[src/rtl/burst_addr_gen.sv]
module burst_addr_gen #(
  parameter int ADDR_W = 20
) (
  input  logic              clk,
  input  logic              rst_n,
  input  logic              clk_en,
  input  logic              adv,
  input  logic [ADDR_W-1:0] base_addr,
  input  logic              order_il,
  output logic [ADDR_W-1:0] addr_out
);
  localparam int UP_W = ADDR_W - 2;

  logic [UP_W-1:0] upper_q;
  logic [1:0]      start_q;
  logic [1:0]      beat_q;
  logic            ilv_q;
  logic [1:0]      low;

  always_ff @(posedge clk or negedge rst_n) begin
    if (!rst_n) begin
      upper_q <= '0;
      start_q <= 2'b00;
      beat_q  <= 2'b00;
      ilv_q   <= 1'b0;
    end else if (clk_en) begin
      if (!adv) begin
        upper_q <= base_addr[ADDR_W-1:2];
        start_q <= base_addr[1:0];
        beat_q  <= 2'b00;
        ilv_q   <= order_il;
      end else begin
        beat_q  <= beat_q + 2'd1;
      end
    end
  end

  assign low      = ilv_q ? (start_q ^ beat_q) : (start_q + beat_q);
  assign addr_out = {upper_q, low};

  AST_LOAD_TAKES_BASE: assert property (@(posedge clk) disable iff (!rst_n)
    clk_en && !adv |=> addr_out == $past(base_addr));
  AST_LINEAR_STEP: assert property (@(posedge clk) disable iff (!rst_n)
    clk_en && adv && !ilv_q |=> addr_out[1:0] == $past(addr_out[1:0]) + 2'd1);
  AST_WRAP_TO_START: assert property (@(posedge clk) disable iff (!rst_n)
    clk_en && adv && beat_q == 2'd3 |=> addr_out[1:0] == start_q);
  AST_UPPER_HELD: assert property (@(posedge clk) disable iff (!rst_n)
    clk_en && adv |=> addr_out[ADDR_W-1:2] == $past(addr_out[ADDR_W-1:2]));
  AST_ENABLE_HOLD: assert property (@(posedge clk) disable iff (!rst_n)
    !clk_en |=> $stable(addr_out));
  AST_ORDER_LATCHED: assert property (@(posedge clk) disable iff (!rst_n)
    adv |=> $stable(ilv_q));
  AST_INTERLEAVE_STEP: assert property (@(posedge clk) disable iff (!rst_n)
    clk_en && adv && ilv_q |=> (addr_out[1:0] ^ $past(addr_out[1:0])) == ($past(beat_q) ^ ($past(beat_q) + 2'd1)));
endmodule

[config.mk]
export PLATFORM = sky130hd
export DESIGN_NAME = burst_addr_gen
export DESIGN_NICKNAME = d
export VERILOG_FILES = /design/src/rtl/burst_addr_gen.sv
export SDC_FILE = /design/constraint.sdc
export NUM_CORES = 1
export LEC_CHECK = 0
export ABC_AREA = 0
export BUFFER_PORTS_ARGS = -buffer_cell sky130_fd_sc_hd__buf_4
export CORE_MARGIN = 2
export CORE_UTILIZATION = 40
export DETAILED_ROUTE_END_ITERATION = 10
export MAX_ROUTING_LAYER = met4
export PLACE_DENSITY = 0.71
export SLEW_MARGIN = 10
export SYNTH_ARGS = -nofsm -noshare
export SYNTH_HDL_FRONTEND = slang
export SYNTH_SLANG_ARGS = --single-unit
[constraint.sdc]
create_clock -name clk -period 0.9 [get_ports clk]
set_input_delay 0.045 -clock clk [delete_from_list [all_inputs] [get_ports clk]]
set_output_delay 0.045 -clock clk [all_outputs]
set_load 0.005 [all_outputs]
# Word level (Yosys, flattened, before mapping)
# Index checks and enable logic that the tools add are counted.
# totals
regBits,23
in_bits,25
out_inout_bits,20
wordCells,11
# classes
addsub,2
n_mux,2
n_bitwise,2
n_reduce_logical,1
# op_table
op,n
$mux W2,2
$add A2 B1 Y2 const B,1
$add A2 B2 Y2,1
$reduce_and A2 Y1,1
$xor A2 B2 Y2,1
$not A1 Y1,1

# Depth between registers and ports, before layout
# Gate-level depths: netlist of the first run.
# depth
ltp_word,2
depth_mapped,3

# Worst setup path after synthesis of the first run
# OpenSTA, ideal clock, no wires.
# synth_timing
path_type,flip-flop to output port
start,register beat_q[0]
end,output addr_out[1]
arrival_ns,0.817
setup_slack_ns,0.038
path_stages_with_launch,4
n_path_buf,0
path_cell_list,dfrtp_1 > ha_1 > nor2b_1 > xnor2_1
# synth_between
elab_chain_len,2
# synth_rtl
element,line,text
start: declaration,16,logic [1:0] beat_q;
start signal: assignment,33,beat_q <= beat_q + 2'd1;
$add A2 B2 Y2,38,assign low = ilv_q ? (start_q ^ beat_q) : (start_q + beat_q);
$mux W2,38,
end: declaration,10,output logic [ADDR_W-1:0] addr_out
# No other way between the ends.

# Worst setup path after layout of the first run
# layout_timing
start,register start_q[0]
end,output addr_out[1]
# layout_between
elab_chain_len,2
# layout_rtl
element,line,text
start: declaration,15,logic [1:0] start_q;
start signal: assignment,29,start_q <= base_addr[1:0];
$add A2 B2 Y2,38,
$mux W2,38,
# No other way between the ends.

==> impl_metrics.ini, run 1 <==
[sta]
worstMarginPinSlew_ns = 0.284
clock_skew_ns = 0.000594
slew_violations = 0
finalCriticalPeriod_ns = 1.30
postLayoutSetupSlackWorst_ns = -0.397
finalSetupViolations = 4
rsz0062_at_grt = yes
finalSetupTns_ns = -0.679
hold_viol = 0
max_freq_mhz = 771
fin_crit_sh_pct = 144
slew_headroom_pct = 81.1

[yosys]
syn_avg_cell_area_sq_um = 16.1
synth_fa_ha_area_share_pct = 1.34
ys_seq_area_share_pct = 61.7
yosys-mux-area-fraction_pct = 25.8
syn-cell-area_sq_um = 932
synth_top_family_by_area = multiplexers
yosys.cell_types.count = 13
synth.largest_area_cell = dfrtp_1
syn_inst = 58
synth_compound_area_share_pct = 1.88
syn-num-nets = 84
yosysTopAreaCellShare_pct = 61.7
ys_ff_latch = 23
yosys.area_share.xor_xnor_pct = 1.88
yosys-top-cells-area = dfrtp_1 62%, mux2_2 24%, buf_8 3.2%
synthSimpleGateAreaFrac_pct = 3.36
yosys_warnings = 0

[layout]
utilization_pct = 74.8
multi_input_area_sq_um = 329
nNetsFinal = 160
nFillCells = 132
drive_above_1_share_pct = 60.2
seq_area_sq_um = 576
antenna_cells = 0
postLayoutCellArea_sq_mm = 0.00165
area_growth_pct = 77.5

[routing]
wire_per_inst_um = 13.3
drt_iter0_drc = 1
vias = 744
drt-pass1-iter-count = 2
drt-total-wl_um = 2130
vias_per_cell = 4.62
antenna_left = 0
drc = 0

[placement]
detailedPlace.worstSlack_ns = -0.0808
post-dp-hpwl_um = 1310
placed_area_sq_mm = 0.00131
gp_congestion = 0.723
portBuffers = 44

[floorplanning]
die_h_um = 52.3
fp.dieW_um = 52.3
io-pin-count = 45
core_sq_mm = 0.00221
initial_utilization_pct = 42.1
rows = 17
design.die.area_sq_mm = 0.00273

[clock_network]
cts_tree = built
cts_root_buffer = clkbuf_4
clockBufferDepth = 2
numClockSinks = 23
clock_latency_ns = 0.30
cts_max_level = 1
cts_buffers = 3
clkTransAtPathRegs_ns = 0.12

[status]
status = complete, but fails checks
violations = setup timing

[run]
max-cap-violations = 0

[hold_path]
hp-class = in -> reg

[setup_path]
endpoint_kind = output port
path_cells = ha_2 > nor2b_4 > xnor2_1 > buf_4
max_stage_delay_ns = 0.40
required_ns = 0.85
critPathLaunchType = register
worstPathMaxFanout = 2
crit_arrival_ns = 1.25
cp_top_family = flip-flops
critPathKind = reg -> out
crit_buf_inv = 1
slowest_stage = dfrtp_1

[power]
p_total_mw = 2.55
peakVddDrop_v = 0.00108
powerDensity_mw_per_mm2 = 1540
power_leakage_nw = 0.769

[global_route]
overflow = 0
grt_antenna_before_repair = 0
grt_max_degree = 24
grt_pass1_wl_um = 3580
grtUsageTotal_pct = 18.8
grt_pass1_vias = 873
[metrics by stage]
step / std cells / hold slack [ns]
after floorplan: 58 / -0.251
after global placement: 132 / -0.0491
after detailed placement: 132 / -0.0463
after CTS: 160 / 0.0343
after global routing: 161 / 0.0565
final: 161 / 0.0435
[metal layers]
layer,track usage [%],wire length (um),share of wire [%]
met1,19.7,795,37
met2,34.8,1160,54
met3,3.14,154,7.2
met4,7.69,26,1.2
met5,-,0,0
[power by group]
group / internal (mW) / switching (mW)
Clock: 0.166 / 0.307
Sequential: 1.18 / 0.106
Combinational: 0.568 / 0.218
Total: 1.92 / 0.631
[cells in the mapped netlist]
library cell / instances
a21boi_0: 1
xnor2_1: 2
nor2b_1: 1
ha_1: 1
o21ai_0: 2
buf_8: 2
mux2_4: 1
nand4_1: 1
nor2b_4: 1
dfrtp_1: 23
nand3_1: 1
mux2_2: 20
inv_1: 2
[worst register-to-register path, delay by kind of cell, from the launching register on]
kind	cells	cell delay [ns]
flops	1	0.41
mux	1	0.25
buf+inv	1	0.13
[repair_timing]
action | 4_1_cts | 5_1_grt
resized for setup | 17 | 6
hold buffers | 22 | 0
endpoints found under the setup margin | 16 | 22
endpoints found under the hold margin | 44 | 0
buffers inserted | 2 | 1
pin swaps | 2 | 2
[final cells by class]
cell class | instances | area share, %
clock inverter | 1 | 0.303
clock buffer | 3 | 1.36
inverter | 2 | 0.454
sequential | 23 | 34.8
tap | 28 | 2.12
multi-input combinational | 31 | 19.9
timing repair buffer | 73 | 41.1
[layout by cell type, fill, tap and decap left out, types with 2 or more instances in the layout]
| cell type | n |
|---|---|
| xnor2_1 | 2 |
| buf_4 | 33 |
| mux2_2 | 20 |
| dfrtp_1 | 23 |
| nor2b_4 | 2 |
| buf_6 | 17 |
| clkbuf_4 | 3 |
| dlygate4sd3_1 | 22 |
[logic make-up after synthesis]
group	Yosys count
DFF	23
muxes	21
buffers and inverters	4
and+or+nand+nor	4
AOI/OAI and AO/OA	3
xor gates and xnor gates	2
adders and majority gates	1
[registers in the layout, indices dropped and copies added, names as in the netlist]
name     flops
upper_q     18
start_q      2
beat_q       2
ilv_q        1
[path summary, 6_finish.rpt]
check	from	endpoint	slack, ns	cells after the start
setup / recovery	start_q[0]	addr_out[1]	-0.40	4
hold / removal	clk_en	beat_q[0]	0.04	3
setup reg to reg	upper_q[6]	upper_q[6]	0.02	2
hold reg to reg	upper_q[17]	upper_q[17]	0.55	1
max in group asynchronous	rst_n	upper_q[12]	0.53	2
min in group asynchronous	rst_n	upper_q[1]	0.14	2
(Power assumes the default switching activity.)
==> run 2: changes to the inputs <==
RECOVER_POWER = 100   (was unset)
==> run 2 against run 1 <==
Net effect:
- the run still ends with setup timing left
- clock skew is essentially flat
- clock power is essentially flat
- die area is the same
- hold slack gained 0.00070 ns
- final cell count is the same
- non-clock buffer count is the same
- total power shrank 0.45%
- critical path type unchanged
- largest power group unchanged
==> impl_metrics.ini, run 2 (synthesis gave the netlist of run 1 again) <==
[placement]
placedCellCount = 132
post-dp-hpwl_um = 1310
gp_congestion = 0.723
portBuffers = 44

[clock_network]
cts_root_buffer = clkbuf_4
cts_max_level = 1
clockBufferDepth = 2
cts_buffers = 3
clkTransAtPathRegs_ns = 0.12
clock_latency_ns = 0.30
cts_tree = built
numClockSinks = 23

[routing]
drt-total-wl_um = 2140
vias_per_cell = 4.63
antenna_left = 0
vias = 746
drc = 0
drt_iter0_drc = 1
drt-pass1-iter-count = 2
wire_per_inst_um = 13.3

[hold_path]
hp-class = in -> reg

[setup_path]
critPathLaunchType = register
slowest_stage = dfrtp_1
max_stage_delay_ns = 0.40
cp_top_family = flip-flops
worstPathMaxFanout = 2
endpoint_kind = output port
path_cells = ha_2 > nor2b_4 > xnor2_1 > buf_4
critPathKind = reg -> out
crit_buf_inv = 1
required_ns = 0.85
crit_arrival_ns = 1.25

[power]
sequentialPowerShare_pct = 50.8
clockPowerShare_pct = 18.6
power_leakage_nw = 0.762
peakVddDrop_v = 0.00107
switching_share_pct = 24.8
pwr-share-comb_pct = 30.5
p_int_mw = 1.91
p_sw_uw = 630
powerDensity_mw_per_mm2 = 1540

[sta]
finalSetupTns_ns = -0.679
finalCriticalPeriod_ns = 1.30
finalSetupViolations = 4
slew_headroom_pct = 63.1
clock_skew_ns = 0.000596
hold_viol = 0
whs_ns = 0.0442
rsz0062_at_grt = yes
slew_violations = 0
max_freq_mhz = 772
worstMarginPinSlew_ns = 0.553
fin_crit_sh_pct = 144
postLayoutSetupSlackWorst_ns = -0.396

[layout]
largest_reg_flops = 18
layout_commonest_cell = buf_4
nNetsFinal = 160
nFillCells = 135
drive_above_1_share_pct = 58.6
antenna_cells = 0
seq_area_sq_um = 576
top_register = upper_q
area_growth_pct = 76.4
reg_top3 = upper_q (18), beat_q (2), start_q (2)
multi_input_area_sq_um = 325
stdcell_count = 161
layout_common_cells = 31 x buf_4, 23 x dfrtp_1, 22 x dlygate4sd3_1

[global_route]
grt_antenna_before_repair = 0
met1_usage_pct = 19.7
top_usage_layer = met2
grt_max_degree = 24
grt_pass1_vias = 873
grt_pass1_wl_um = 3580
gr-usage-met2_pct = 34.8
met3_usage_pct = 3.14
grtUsageTotal_pct = 18.8
overflow = 0

[floorplanning]
rows = 17
io-pin-count = 45
die_h_um = 52.3
initial_utilization_pct = 42.1
design.die.area_sq_mm = 0.00273
fp.dieW_um = 52.3
core_sq_mm = 0.00221

[status]
violations = setup timing
status = complete, but fails checks

[run]
max-cap-violations = 0
==> run 2: cell count changes in the layout (fill, tap and decap cells not counted), sizes merged <==
cell | before | now
clkbuf | 3 | 5
buf | 51 | 49
==> run 2: path summary, 6_finish.rpt <==
path,slack [ns],end,cells past startpoint,from
setup / recovery,-0.40,addr_out[1],4,start_q[0]
hold / removal,0.04,beat_q[0],3,clk_en
setup reg to reg,0,beat_q[1],4,beat_q[0]
hold reg to reg,0.53,start_q[1],1,start_q[1]
max in group asynchronous,0.30,upper_q[12],2,rst_n
min in group asynchronous,0.23,upper_q[1],2,rst_n
==> run 2: tightest hold or removal path: stages <==
cell     delay (ns)
buf_4          0.08
buf_4          0.11
o21ai_0        0.08
==> run 2: metal layers <==
| layer | part of all wire, % | vias up | wire (um) |
|---|---|---|---|
| li1 | - | 353 | - |
| met1 | 38 | 354 | 803 |
| met2 | 54 | 35 | 1150 |
| met3 | 7.2 | 4 | 154 |
| met4 | 1.2 | 0 | 26 |
| met5 | 0 | - | 0 |
==> run 2: power groups by stage <==
stage / Combinational (mW) / Clock (mW) / Sequential [mW]
2_1_floorplan: 0.227 / 0 / 1.29
3_3_place_gp: 0.595 / 0 / 1.28
3_5_place_dp: 0.607 / 0 / 1.29
4_1_cts: 0.759 / 0.498 / 1.28
5_1_grt: 0.841 / 0.530 / 1.31
6_report: 0.775 / 0.473 / 1.29
==> run 2: metrics by stage <==
stage / worst slack [ns] / instance area [sq um] / utilization [%] / power (mW)
after floorplan: 0.0381 / 932 / - / 1.51
after global placement: -0.0732 / 1310 / 59.2 / 1.87
after detailed placement: -0.0808 / 1310 / 59.2 / 1.89
after CTS: -0.440 / 1630 / 73.6 / 2.54
after global routing: -0.460 / 1640 / 74.3 / 2.68
final: -0.396 / 1640 / 74.3 / 2.54
==> run 2: area by class of cell <==
| cell class | instances | share of cell area, % |
|---|---|---|
| Multi-Input combinational cell | 31 | 19.8 |
| Clock buffer | 3 | 1.37 |
| Timing Repair Buffer | 73 | 40.9 |
| Sequential cell | 23 | 35.0 |
| Tap cell | 28 | 2.13 |
| Clock inverter | 1 | 0.304 |
| Inverter | 2 | 0.457 |
==> run 2: what timing repair did <==
action | CTS | global route
hold endpoints to repair | 44 | 0
resized for setup | 17 | 6
cloned | 0 | 0
buffers inserted | 2 | 1
hold buffers | 22 | 0
pin swaps | 2 | 2
setup endpoints to repair | 16 | 22
